--- src/rtl/secs_rtc.sv ---
module secs_rtc #(
  parameter int SECW    = 32,
  parameter int DIVW    = 16,
  parameter int ADJW    = 10,
  parameter int DIV_RST = 32767
) (
  input  logic        clk,
  input  logic        rst_n,
  input  logic [1:0]  addr,
  input  logic        wr_en,
  input  logic [31:0] wdata,
  output logic [31:0] rdata,
  output logic        tick,
  output logic        irq
);
  localparam int ADJ_LSB  = 16;
  localparam int LOCK_BIT = 31;

  logic            ctl_en, alm_en, alm_ie, alm_f, hz_ie, hz_f;
  logic [DIVW-1:0] div_q;
  logic [ADJW-1:0] adj_q, acnt_q;
  logic            lock_q;
  logic [SECW-1:0] secs_q, alarm_q;
  logic [DIVW:0]   cnt_q, limit;
  logic            stretch, match;
  logic            wr_ctl, wr_secs, wr_alm, wr_reg;

  assign wr_ctl  = wr_en && addr == 2'd0;
  assign wr_secs = wr_en && addr == 2'd1;
  assign wr_alm  = wr_en && addr == 2'd2;
  assign wr_reg  = wr_en && addr == 2'd3;

  assign stretch = (adj_q != '0) && (acnt_q == adj_q);
  assign limit   = {1'b0, div_q} + {{DIVW{1'b0}}, stretch};
  assign tick    = ctl_en && (cnt_q >= limit);
  assign match   = alm_en && (secs_q == alarm_q);
  assign irq     = (alm_f && alm_ie) || (hz_f && hz_ie);

  always_comb begin
    rdata = '0;
    case (addr)
      2'd0: rdata[7:0] = {1'b1, hz_f, hz_ie, alm_f, alm_ie, alm_en, 1'b0, ctl_en};
      2'd1: rdata[SECW-1:0] = secs_q;
      2'd2: rdata[SECW-1:0] = alarm_q;
      default: begin
        rdata[LOCK_BIT] = lock_q;
        rdata[ADJ_LSB +: ADJW] = adj_q;
        rdata[DIVW-1:0] = div_q;
      end
    endcase
  end

  always_ff @(posedge clk or negedge rst_n) begin
    if (!rst_n) begin
      ctl_en <= 1'b0;
      alm_en <= 1'b0;
      alm_ie <= 1'b0;
      hz_ie  <= 1'b0;
      alm_f  <= 1'b0;
      hz_f   <= 1'b0;
    end else begin
      if (wr_ctl) begin
        ctl_en <= wdata[0];
        alm_en <= wdata[2];
        alm_ie <= wdata[3];
        hz_ie  <= wdata[5];
      end
      alm_f <= (wr_ctl ? (alm_f && wdata[4]) : alm_f) || match;
      hz_f  <= (wr_ctl ? (hz_f && wdata[6]) : hz_f) || tick;
    end
  end

  always_ff @(posedge clk or negedge rst_n) begin
    if (!rst_n) begin
      secs_q <= '0;
      cnt_q  <= '0;
      acnt_q <= '0;
    end else if (wr_secs) begin
      secs_q <= wdata[SECW-1:0];
      cnt_q  <= '0;
      acnt_q <= '0;
    end else if (tick) begin
      secs_q <= secs_q + 1'b1;
      cnt_q  <= '0;
      acnt_q <= stretch ? '0 : acnt_q + 1'b1;
    end else if (ctl_en) begin
      cnt_q <= cnt_q + 1'b1;
    end
  end

  always_ff @(posedge clk or negedge rst_n) begin
    if (!rst_n) alarm_q <= '0;
    else if (wr_alm) alarm_q <= wdata[SECW-1:0];
  end

  always_ff @(posedge clk or negedge rst_n) begin
    if (!rst_n) begin
      lock_q <= 1'b0;
      div_q  <= DIVW'(DIV_RST);
      adj_q  <= '0;
    end else if (wr_reg) begin
      lock_q <= wdata[LOCK_BIT];
      if (!lock_q) begin
        div_q <= wdata[DIVW-1:0];
        adj_q <= wdata[ADJ_LSB +: ADJW];
      end
    end
  end

  assert_secs_step_R3: assert property (@(posedge clk) disable iff (!rst_n)
    (tick && !wr_secs) |=> secs_q == $past(secs_q) + 1'b1);
  assert_hold_when_off_R6: assert property (@(posedge clk) disable iff (!rst_n)
    (!ctl_en && !wr_secs) |=> $stable(secs_q));
  assert_locked_fields_R7: assert property (@(posedge clk) disable iff (!rst_n)
    (wr_reg && lock_q) |=> ($stable(div_q) && $stable(adj_q)));
  assert_hz_flag_set_R8: assert property (@(posedge clk) disable iff (!rst_n)
    tick |=> hz_f);
  assert_hz_flag_sticky_R8: assert property (@(posedge clk) disable iff (!rst_n)
    (hz_f && !(wr_ctl && !wdata[6])) |=> hz_f);
  assert_alarm_flag_set_R9: assert property (@(posedge clk) disable iff (!rst_n)
    match |=> alm_f);
  assert_irq_alarm_R10: assert property (@(posedge clk) disable iff (!rst_n)
    (rdata[4] && rdata[3] && addr == 2'd0) |-> irq);
endmodule

--- config.mk ---
export PLATFORM = sky130hd
export DESIGN_NAME = secs_rtc
export DESIGN_NICKNAME = d
export VERILOG_FILES = /design/src/rtl/secs_rtc.sv
export SDC_FILE = /design/constraint.sdc
export NUM_CORES = 1
export LEC_CHECK = 0
export CAP_MARGIN = 10
export CORE_ASPECT_RATIO = 0.9
export CORE_UTILIZATION = 35
export DETAILED_ROUTE_END_ITERATION = 10
export SYNTH_ARGS = -nofsm -noshare
export SYNTH_HDL_FRONTEND = slang
export SYNTH_SLANG_ARGS = --single-unit
export TNS_END_PERCENT = 10
--- constraint.sdc ---
create_clock -name clk -period 5 [get_ports clk]
set_input_delay 1 -clock clk [delete_from_list [all_inputs] [get_ports clk]]
set_output_delay 1 -clock clk [all_outputs]
set_load 0.005 [all_outputs]
---- Yosys cells after proc, flatten, opt, wreduce, memory -nomap -nowiden ----
Index checks and enable logic that the tools add are counted.
storage, ports and cells
  register bits after elaboration ......... 124
  input bits .............................. 37
  logic and storage cells ................. 57
  output and inout bits ................... 34
operators by class
  mux-type cells .......................... 14
  bitwise gates (word level) .............. 1
  order comparisons ....................... 1
  equal/unequal tests ..................... 5
  reduce and logical (&&, ||, !) cells .... 19
  $add $sub $neg .......................... 4
operators with widths
  kind                   count
  $mux 32                2
  $pmux 18 s3            1
  $mux 17                3
  $add 32x1->32 const B  1
  $eq 32x32->1           1
  $mux 10                3
  $pmux 8 s3             1
  $add 16x1->17          1
  $add 17x1->17 const B  1
  $ge 17x17->1           1
  $logic_and 1x1->1      11
  $add 10x1->10 const B  1
  $eq 10x10->1           1
  $pmux 5 s2             1
  $reduce_bool 10->1     1
  $eq 2x2->1 const B     2
  $logic_or 1x1->1       3
  $pmux 1 s3             1
  $reduce_bool 3->1      1
  $eq 2x1->1 const B     1
  $logic_not 2->1        1
  $mux 1                 2
  $reduce_and 2->1       1
  $reduce_bool 2->1      1
  $not 1->1              1

---- Logic depth before layout (Yosys ltp) ----
Gate-level depths: netlist of the first run.
  depth after elaboration ................. 7
  gate-level depth with buffers ........... 20
  gate-level depth less buffers ........... 18

---- Worst setup path after synthesis of the first run ----
Ideal clock, no wire load.
  path type ............................... register -> output
  start ................................... reg adj_q[6]
  end ..................................... out tick
  required time ........................... 4000 ps
  arrival time ............................ 4098 ps
  path buffers ............................ 1
  path slack .............................. -98 ps
  cell stages (with the launch flop) ...... 18
  cell sequence ........................... dfrtp_1 -> xor2_1 -> nor4_1 -> nand4_1 -> nor4_1 -> clkbuf_1 -> ha_1 -> ha_1 -> nand3_1 -> nor2_1 -> nand4_1 -> xor2_1 -> ha_1 -> and3_1 -> a221o_1 -> a221o_1 -> o21ai_2 -> inv_1
between the ends
  longest elaborated chain between the ends .. 5
  elaborated cells on any way between the ends .. 6
  classes of those cells .................. add/sub (1); order compare (1); eq/ne (1); reduce/logical (3)
ends and longest elaborated chain
  what                                                RTL line  text
  start: declaration                                  21        logic [ADJW-1:0] adj_q, acnt_q;
  start signal: assignment                            105       adj_q <= wdata[ADJ_LSB +: ADJW];
  $eq 10x10->1 or $reduce_bool 10->1 (tied branches)  33        assign stretch = (adj_q != '0) && (acnt_q == adj_q);
  $logic_and 1x1->1 (*)                               33
  $add 16x1->17 (*)                                   34        assign limit = {1'b0, div_q} + {{DIVW{1'b0}}, stretch};
  $ge 17x17->1 (*)                                    35        assign tick = ctl_en && (cnt_q >= limit);
  $logic_and 1x1->1 (*)                               35
  end: declaration                                    13        output logic tick,
Mark *: on every way between the ends. The rest lies on a longest branch, timed or not.

---- Worst setup path after layout of the first run ----
Ends and elaborated chain as after synthesis.

==> results of run 1 <==
==> power groups by stage <==
| stage | Sequential (uW) | Combinational, uW | Clock (uW) |
|---|---|---|---|
| 2_1_floorplan | 1360 | 452 | 0 |
| 3_3_place_gp | 1420 | 719 | 0 |
| 3_5_place_dp | 1420 | 729 | 0 |
| 4_1_cts | 1410 | 747 | 1280 |
| 5_1_grt | 1440 | 827 | 1330 |
| 6_report | 1420 | 751 | 1260 |
==> state kept, by name (all words and copies together) (netlist names), 10 cells and up <==
register,count
alarm_q,32
cnt_q,17
adj_q,10
div_q,16
secs_q,32
acnt_q,10
==> cell usage after synthesis, types with 4 or more instances <==
| library cell | count |
|---|---|
| a22oi_1 | 25 |
| xor2_1 | 46 |
| a222oi_1 | 6 |
| mux2_2 | 64 |
| dfrtp_1 | 109 |
| a21oi_1 | 11 |
| clkbuf_1 | 31 |
| mux2i_1 | 6 |
| ha_1 | 28 |
| or4_1 | 4 |
| nand2_1 | 63 |
| o211ai_1 | 10 |
| inv_1 | 19 |
| xnor2_1 | 33 |
| or3_1 | 20 |
| o31ai_1 | 4 |
| nor3_1 | 5 |
| o21ai_0 | 56 |
| nor4_1 | 7 |
| and2_1 | 4 |
| nand2b_1 | 5 |
| and3_1 | 14 |
| nor2_1 | 61 |
| a31oi_1 | 23 |
| buf_1 | 5 |
| nand3_1 | 32 |
| dfstp_2 | 15 |
| and4_1 | 5 |
| nand4_1 | 14 |
| nor2b_1 | 8 |
==> cell families (layout without fill, tap and decap cells) <==
family,after synthesis,after routing,synth area share (%)
buffers and inverters,60,164,3.399
and+or+nand+nor,249,249,16.66
adders and majority gates,28,28,4.711
AOI/OAI and AO/OA,151,151,13.44
xor gates and xnor gates,79,79,9.305
DFF,124,124,41.98
muxes,70,70,10.50
==> worst paths after layout <==
| kind | startpoint | endpoint | slack [ns] | depth (start not counted) |
|---|---|---|---|---|
| max | adj_q[6] | tick | -0.18 | 18 |
| min | acnt_q[9] | acnt_q[9] | 0.51 | 1 |
| max reg2reg | adj_q[6] | secs_q[17] | 0.40 | 20 |
| min reg2reg | acnt_q[9] | acnt_q[9] | 0.51 | 1 |
| max in group asynchronous | rst_n | div_q[1] | 3.27 | 2 |
| min in group asynchronous | rst_n | cnt_q[11] | 0.75 | 1 |
==> cell usage in the layout (no fill, tap or decap), drive strengths merged, types with 4 or more instances in the layout <==
cell	synthesis	layout
nand4	14	14
ha	28	28
mux2i	6	6
o31ai	4	4
nand2	63	63
nor4	8	8
a222oi	6	6
nand2b	5	5
xnor2	33	33
and4	5	5
xor2	46	46
o211ai	12	12
dfstp	15	15
a31oi	23	23
inv	19	19
and2	4	4
nand3	32	32
buf	10	45
o21ai	57	57
clkdlybuf4s50	0	68
or3	20	20
a22oi	25	25
dfrtp	109	109
nor2	61	61
or4	4	4
and3	14	14
clkbuf	31	26
nor2b	8	8
nor3	5	5
mux2	64	64
a21oi	11	11
==> through the flow <==
| stage | area [um^2] | std cells | setup slack (ns) |
|---|---|---|---|
| after floorplan | 7442 | 761 | 0.005200 |
| after global placement | 8584 | 1111 | -0.2130 |
| after detailed placement | 8584 | 1111 | -0.2136 |
| after CTS | 9310 | 1149 | -0.2040 |
| after global routing | 9349 | 1151 | -0.4394 |
| final | 9349 | 1151 | -0.1809 |
==> critical path: stages, from the launching register on <==
cell and delay, ns:
dfrtp_1 0.39, xor2_1 0.18, nor4_2 0.33, nand4_1 0.16, nor4_2 0.15, buf_4 0.19
ha_4 0.15, buf_6 0.09, nand4_1 0.14, nor2_2 0.18, nand3_2 0.09, xor2_1 0.17
ha_1 0.31, and3_4 0.18, a221o_1 0.30, a221o_1 0.37, o21ai_2 0.17, inv_2 0.08
buf_6 0.12
==> cell type report <==
cell class	instances	share of cell area, %
Multi-Input combinational cell	577	44.57
Sequential cell	124	33.39
Timing Repair Buffer	113	11.01
Clock buffer	26	5.554
Tap cell	286	3.828
Clock inverter	6	0.8833
Inverter	19	0.7628
==> timing repair <==
action	4_1_cts	5_1_grt
hold endpoints to repair	0	0
setup buffers	6	2
endpoints found under the setup margin	1	26
resized for setup	22	5
pin swaps	22	5
==> layer usage <==
layer / global-route usage [%] / routed length, um / vias up
met5: 0 / 0 / -
met4: 6.244 / 420 / 0
met3: 4.858 / 1316 / 32
met2: 30.73 / 9745 / 208
met1: 28.49 / 9787 / 3084
li1: - / - / 2931
==> impl_metrics.py, run 1 <==
metrics = {
    "outcome": {
        "status": "finished with violations",
        "violations": "setup timing",
    },
    "setup_path": {
        "required_ns": 4.00,
        "crit_type": "flip-flop to output pin",
        "path_max_fanout": 2,
        "crit_arrival_ns": 4.18,
        "critPathLaunchType": "flip-flop",
        "end_kind": "output pin",
    },
    "clock_tree": {
        "hold_buffers": 0,
        "clock_latency_ns": 0.43,
        "cts_made_buffers": 17,
        "clk_pin_slew_ns": 0.06,
        "cts_buffer_depth": 2,
        "clockRootBuffer": "clkbuf_16",
        "cts_tree": "done",
        "cts.sinks": 124,
        "cts.htree.levels": 4,
    },
    "timing": {
        "timing.hold.ws_ns": 0.5069,
        "slew_headroom_pct": 31.50,
        "fin_ws_ns": -0.1809,
        "rsz0062_at_grt": "yes",
        "tightest_slew_ns": 1.028,
        "period_needed_ns": 5.181,
        "slew_violations": 0,
        "setup_viol": 1,
        "finalCritPeriodShare_pct": 103.6,
        "hold_viol": 0,
        "fin_skew_ns": 0.01298,
        "fin_setup_tns_ns": -0.1809,
        "fmax_mhz": 193.0,
    },
    "yosys": {
        "synth_edf_count": 0,
        "ys_seq_elements": 124,
        "syn_inst": 761,
        "ys_types": 49,
        "syn_area_per_cell_um2": 9.771,
        "netlist_area_mm2": 0.007436,
        "synthFlopType": "dfrtp_1",
        "synth_top_area_cell": "dfrtp_1",
        "synth_top_cell_area_share_pct": 36.68,
        "ys_top_cells_by_area": "dfrtp_1, mux2_2, xor2_1",
        "ys_seq_area_share_pct": 41.98,
        "syn_nets": 826,
        "synth_async_sr_flop_share_pct": 100.0,
        "yosys_warnings": 0,
    },
    "layout": {
        "final_util_pct": 44.88,
        "drive_gt1_share_pct": 20.46,
        "multi_input_area_mm2": 0.004167,
        "final_nets": 917,
        "fillCellCount": 1957,
        "num_antenna_cells": 0,
        "syn_to_final_growth_pct": 25.73,
        "seqCellArea_mm2": 0.003122,
    },
    "place": {
        "port_buffers": 70,
        "place.gp.congestion": 0.8500,
        "hpwl_um": 14990,
    },
    "job": {
        "drv_cap": 0,
    },
    "floorplanning": {
        "dieHeight_um": 140.3,
        "core-area_mm2": 0.02083,
        "ios": 71,
        "die_x_um": 155.6,
        "start_util_pct": 35.69,
        "rows": 50,
        "die_area_mm2": 0.02183,
    },
    "pwr": {
        "netSwitchingFraction_pct": 29.90,
        "clkPwrFrac_pct": 36.8,
        "p_int_uw": 2405,
        "power-per-cell-area_mw_per_mm2": 367.0,
        "seqPwrFrac_pct": 41.3,
        "power_switching_uw": 1026,
        "leakagePower_uw": 0.003780,
        "p_comb_share_pct": 21.9,
        "power_uw": 3431,
        "ir_worst_vdd_mv": 0.2116,
    },
    "grt": {
        "grt.total_usage_pct": 20.28,
        "overflow": 0,
        "grt_pass1_vias": 5958,
        "antenna_found_initial": 0,
        "grt_max_degree": 80,
        "grt_pass1_wl_um": 33710,
    },
    "route": {
        "firstDrtPassIters": 6,
        "drc": 0,
        "viasPerCell": 5.434,
        "vias": 6255,
        "ant_nets": 0,
        "wl_per_cell_um": 18.48,
        "drt_iter0_drc": 485,
        "route.final.wire_length_um": 21270,
    },
    "min_path": {
        "holdCritPathClass": "flip-flop to flip-flop",
    },
}
Note: power is estimated with default switching activity, not from simulation.
==> inputs of run 2 (changes only) <==
--- a/config.mk
+++ b/config.mk
@@ -7,8 +7,10 @@
 export LEC_CHECK = 0
 export CAP_MARGIN = 10
 export CORE_ASPECT_RATIO = 0.9
-export CORE_UTILIZATION = 35
+export CORE_UTILIZATION = 53
 export DETAILED_ROUTE_END_ITERATION = 10
+export GPL_TIMING_DRIVEN = 0
+export PLACE_DENSITY = 0.78
 export SYNTH_ARGS = -nofsm -noshare
 export SYNTH_HDL_FRONTEND = slang
 export SYNTH_SLANG_ARGS = --single-unit
==> impl_metrics.py, run 2 (same netlist as run 1, synthesis figures left out) <==
metrics = {
    "outcome": {
        "status": "finished with violations",
        "violations": "setup timing",
    },
    "timing": {
        "slew_headroom_pct": 47.20,
        "period_needed_ns": 5.454,
        "slew_violations": 0,
        "fmax_mhz": 183.3,
        "rsz0062_at_grt": "yes",
        "tightest_slew_ns": 0.7920,
        "setup_viol": 1,
        "timing.hold.ws_ns": 0.4403,
        "finalCritPeriodShare_pct": 109.1,
        "hold_viol": 0,
        "fin_ws_ns": -0.4545,
        "fin_skew_ns": 0.01094,
    },
    "clock_tree": {
        "cts_made_buffers": 17,
        "cts_tree": "done",
        "cts.sinks": 124,
        "cts.htree.levels": 4,
        "clockRootBuffer": "clkbuf_16",
        "cts_buffer_depth": 2,
        "clk_pin_slew_ns": 0.06,
        "clock_latency_ns": 0.42,
    },
    "setup_path": {
        "r2r_cells": 20,
        "end_kind": "output pin",
        "regToRegSetupSlack_ns": 0.12,
        "cpMaxStageDelayCell": "dfrtp_2",
        "max_stage_delay_ns": 0.44,
        "cp_top_family": "simple AND/OR/NAND/NOR gates",
        "required_ns": 4.00,
        "path_depth": 17,
        "r2r_end": "secs_q[22]",
        "crit_chain": "xor2_1 -> nor4_2 -> nand4_1 -> nor4_4 -> clkbuf_8 -> ha_4 -> nand4_1 -> nor2_4 -> nand3_2 -> xor2_1 -> ha_1 -> and3_4 -> a221o_1 -> a221o_1 -> o21ai_4 -> inv_4 -> buf_6",
        "worst-path-buf-inv": 3,
        "crit_arrival_ns": 4.45,
        "path_max_fanout": 4,
        "critPathLaunchType": "flip-flop",
        "crit_path_start": "adj_q[6]",
        "crit-reg2reg-launch": "adj_q[6]",
        "crit_type": "flip-flop to output pin",
    },
    "grt": {
        "grt_pass1_vias": 6639,
        "grt.total_usage_pct": 32.02,
        "antenna_found_initial": 0,
        "grt_max_degree": 100,
        "overflow": 0,
        "grt_pass1_wl_um": 34930,
    },
    "layout": {
        "layout_common_cells": "dfrtp_1, clkdlybuf4s50_1, mux2_2, nand2_1, nor2_1",
        "final_common_cell": "dfrtp_1",
        "syn_to_final_growth_pct": 23.59,
        "fillCellCount": 1021,
        "final_nets": 930,
        "largestRegisters": "alarm_q (32), secs_q (32), cnt_q (17)",
        "drive_gt1_share_pct": 17.54,
        "num_antenna_cells": 0,
    },
    "floorplanning": {
        "ios": 71,
        "die_area_mm2": 0.01451,
        "core-area_mm2": 0.01351,
        "rows": 40,
        "start_util_pct": 55.03,
        "dieHeight_um": 114.4,
        "die_x_um": 126.9,
    },
    "route": {
        "ant_nets": 0,
        "viasPerCell": 6.395,
        "route.final.wire_length_um": 22260,
        "vias": 6689,
        "firstDrtPassIters": 6,
        "drc": 0,
        "drt_iter0_drc": 731,
        "wl_per_cell_um": 21.28,
    },
    "pwr": {
        "power_switching_uw": 1033,
        "p_int_uw": 2341,
        "seqPwrFrac_pct": 42.3,
        "p_comb_share_pct": 22.3,
        "leakagePower_uw": 0.003713,
        "netSwitchingFraction_pct": 30.62,
        "power-per-cell-area_mw_per_mm2": 367.2,
        "clkPwrFrac_pct": 35.4,
        "ir_worst_vdd_mv": 0.2685,
    },
    "place": {
        "hpwl_um": 15470,
        "pre_cts_ws_ns": -1.663,
        "place.gp.congestion": 0.9691,
        "port_buffers": 70,
    },
    "min_path": {
        "holdCritPathClass": "primary input to async pin",
    },
    "job": {
        "drv_cap": 0,
    },
}
[run 2: power groups by stage]
stage          Clock (uW)  Sequential, uW  Combinational [uW]
5_1_grt              1250            1450                 825
3_5_place_dp            0            1430                 713
4_1_cts              1200            1420                 736
2_1_floorplan           0            1360                 452
6_report             1190            1430                 754
3_3_place_gp            0            1410                 687
[run 2: layout make-up]
class,count,area [um^2],share of cell area [%]
flip-flops and latches,124,3123,33.98
clock buffers,24,471.7,5.133
inverters,19,73.82,0.8033
well taps,168,210.2,2.287
multi-input cells,577,4184,45.53
repair buffers,85,835.8,9.095
clock inverters,8,92.59,1.007
plain buffers,41,198.9,2.165
[run 2: worst max path at each step]
stage | endpoint
after floorplan | tick
after global placement | adj_q[8]
after CTS | tick
final | tick
after detailed placement | tick
after global routing | tick
[run 2: metal layers]
| metal | share of wire (%) | wire [um] | global-route usage, % | vias up |
|---|---|---|---|---|
| li1 | - | - | - | 2965 |
| met1 | 41 | 9186 | 41.20 | 3318 |
| met2 | 48 | 10670 | 52.09 | 344 |
| met3 | 7.8 | 1725 | 7.150 | 62 |
| met4 | 3.0 | 675 | 14.21 | 0 |
| met5 | 0 | 0 | 0 | - |
[run 2: stage by stage]
step	power (uW)	TNS, ns	cell area [um^2]	util [%]	cells
after floorplan	1812	0	7442	-	761
after global placement	2099	-254.37	8353	61.81	999
after detailed placement	2138	-43.85	8382	62.03	1000
after CTS	3352	-0.4351	9102	67.36	1040
after global routing	3517	-0.9964	9190	68.01	1046
final	3375	-0.4545	9190	68.01	1046
[run 2: repair_timing]
action / in CTS / in global routing
resized for setup: 27 / 13
cloned: 0 / 0
setup buffers: 8 / 6
endpoints found under the setup margin: 61 / 47
hold buffers: 0 / 0
hold endpoints to repair: 0 / 0
pin swaps: 14 / 10
[run 2: worst reg2reg max path, cell delays in order, from the launching register on]
cell and delay [ns]:
dfrtp_2 0.44, xor2_1 0.17, nor4_2 0.27, nand4_1 0.19, nor4_4 0.21, clkbuf_8 0.21
ha_4 0.16, nand4_1 0.22, nand2b_4 0.21, xor2_1 0.16, ha_1 0.30, and4_1 0.23
nand2_1 0.07, or4_4 0.53, a41oi_4 0.30, buf_4 0.16, buf_6 0.15, o211ai_4 0.10
buf_6 0.16, or3_1 0.36, a31oi_1 0.20
==> inputs of run 3 (changes only) <==
--- a/config.mk
+++ b/config.mk
@@ -9,7 +9,6 @@
 export CORE_ASPECT_RATIO = 0.9
 export CORE_UTILIZATION = 53
 export DETAILED_ROUTE_END_ITERATION = 10
-export GPL_TIMING_DRIVEN = 0
 export PLACE_DENSITY = 0.78
 export SYNTH_ARGS = -nofsm -noshare
 export SYNTH_HDL_FRONTEND = slang
==> impl_metrics.py, run 3 (same netlist as run 1, synthesis figures left out) <==
metrics = {
    "layout": {
        "layout_common_cells": "dfrtp_1, clkdlybuf4s50_1, mux2_2, nand2_1, nor2_1",
        "largestRegisters": "alarm_q (32), secs_q (32), cnt_q (17)",
        "fin_area_mm2": 0.009211,
        "fillCellCount": 1020,
        "syn_to_final_growth_pct": 23.88,
        "drive_gt1_share_pct": 20.37,
        "num_antenna_cells": 0,
        "final_util_pct": 68.17,
        "final_nets": 921,
        "final_common_cell": "dfrtp_1",
    },
    "timing": {
        "setup_viol": 1,
        "slew_violations": 0,
        "period_needed_ns": 5.240,
        "finalCritPeriodShare_pct": 104.8,
        "hold_viol": 0,
        "fin_skew_ns": 0.008866,
        "fin_ws_ns": -0.2401,
        "fin_setup_tns_ns": -0.2401,
        "slew_headroom_pct": 47.35,
        "fmax_mhz": 190.8,
        "tightest_slew_ns": 0.7897,
        "rsz0062_at_grt": "yes",
    },
    "floorplanning": {
        "die_x_um": 126.9,
        "die_area_mm2": 0.01451,
        "ios": 71,
        "core-area_mm2": 0.01351,
        "rows": 40,
        "start_util_pct": 55.03,
        "dieHeight_um": 114.4,
    },
    "route": {
        "drt_iter0_drc": 648,
        "wl_per_cell_um": 20.41,
        "vias": 6489,
        "viasPerCell": 6.257,
        "ant_nets": 0,
        "firstDrtPassIters": 5,
        "drc": 0,
        "route.final.wire_length_um": 21170,
    },
    "setup_path": {
        "required_ns": 4.00,
        "critPathLaunchType": "flip-flop",
        "max_stage_delay_ns": 0.42,
        "end_kind": "output pin",
        "crit_arrival_ns": 4.24,
        "crit_chain": "xor2_1 -> nor4_1 -> nand4_1 -> nor4_4 -> ha_2 -> buf_6 -> nand4_1 -> buf_4 -> nand2b_4 -> xor2_1 -> ha_1 -> and4_1 -> nand2_1 -> or4_4 -> a41oi_2 -> o21ai_2 -> inv_2 -> buf_6",
        "cpMaxStageDelayCell": "or4_4",
        "path_max_fanout": 2,
        "crit_type": "flip-flop to output pin",
    },
    "pwr": {
        "ir_worst_vdd_mv": 0.2642,
        "seqPwrFrac_pct": 41.0,
        "p_int_uw": 2409,
        "power-per-cell-area_mw_per_mm2": 375.9,
        "power_switching_uw": 1053,
        "netSwitchingFraction_pct": 30.43,
        "power_uw": 3462,
        "p_comb_share_pct": 22.4,
        "leakagePower_uw": 0.003791,
        "clkPwrFrac_pct": 36.6,
    },
    "place": {
        "hpwl_um": 14510,
        "place_area_mm2": 0.008452,
        "port_buffers": 70,
        "pre_cts_ws_ns": -0.2822,
        "place.gp.congestion": 0.9134,
    },
    "min_path": {
        "holdCritPathClass": "flip-flop to flip-flop",
    },
    "grt": {
        "grt_pass1_wl_um": 34380,
        "antenna_found_initial": 0,
        "grt.total_usage_pct": 31.05,
        "grt_pass1_vias": 6548,
        "grt_max_degree": 56,
        "overflow": 0,
    },
    "clock_tree": {
        "cts.sinks": 124,
        "hold_buffers": 0,
        "clk_pin_slew_ns": 0.06,
        "cts_buffer_depth": 2,
        "cts.htree.levels": 4,
        "cts_made_buffers": 17,
        "clockRootBuffer": "clkbuf_16",
        "clock_latency_ns": 0.43,
        "cts_tree": "done",
    },
    "outcome": {
        "status": "finished with violations",
        "violations": "setup timing",
    },
    "job": {
        "drv_cap": 0,
    },
}
run 3: through the flow:
step | cells | hold WS, ns
finish | 1037 | 0.5195
global route | 1037 | 0.5372
CTS | 1037 | 0.5175
detailed placement | 995 | 0.5099
global placement | 995 | 0.4986
floorplan | 761 | 0.4747
run 3: power groups by stage:
| stage | Combinational [uW] | Clock [uW] | Sequential [uW] |
|---|---|---|---|
| 3_5_place_dp | 744 | 0 | 1420 |
| 4_1_cts | 768 | 1280 | 1410 |
| 3_3_place_gp | 714 | 0 | 1410 |
| 6_report | 775 | 1270 | 1420 |
| 5_1_grt | 842 | 1320 | 1440 |
| 2_1_floorplan | 452 | 0 | 1360 |
run 3: cell type report:
| class | count | area, um^2 | share of cell area, % |
|---|---|---|---|
| sequential | 124 | 3122 | 33.89 |
| clock inverter | 11 | 141.4 | 1.535 |
| tap | 168 | 210.2 | 2.282 |
| multi-input combinational | 577 | 4146 | 45.01 |
| inverter | 19 | 71.32 | 0.7742 |
| clock buffer | 21 | 460.4 | 4.999 |
| timing repair buffer | 117 | 1060 | 11.51 |
run 3: critical path: cells and delay by family (launching register included):
family / cells / cell delay (ns)
simple gates: 8 / 1.70
fa+ha+maj: 2 / 0.58
buf+inv: 4 / 0.47
flops: 1 / 0.39
compound gates: 2 / 0.34
xor+xnor: 2 / 0.33
run 3: timing repair:
action | 4_1_cts | 5_1_grt
buffers inserted | 10 | 0
endpoints found under the setup margin | 1 | 1
pin swaps | 20 | 1
gates resized for setup | 20 | 2
gates cloned | 0 | 0
run 3: layer usage:
layer,vias to the layer above,global-route usage (%),wire length [um]
met5,-,0,0
met4,0,12.86,561
met3,45,6.402,1505
met2,287,51.10,10080
met1,3204,40.16,9024
li1,2953,-,-
run 3: worst paths after layout:
| path | start | endpoint | slack, ns | cells past startpoint |
|---|---|---|---|---|
| max | acnt_q[4] | tick | -0.24 | 18 |
| min reg2reg | acnt_q[9] | acnt_q[9] | 0.52 | 1 |
| min | acnt_q[9] | acnt_q[9] | 0.52 | 1 |
| max reg2reg | acnt_q[4] | secs_q[20] | 0.28 | 20 |
| max in group asynchronous | rst_n | div_q[0] | 3.38 | 2 |
| min in group asynchronous | rst_n | cnt_q[11] | 0.62 | 1 |
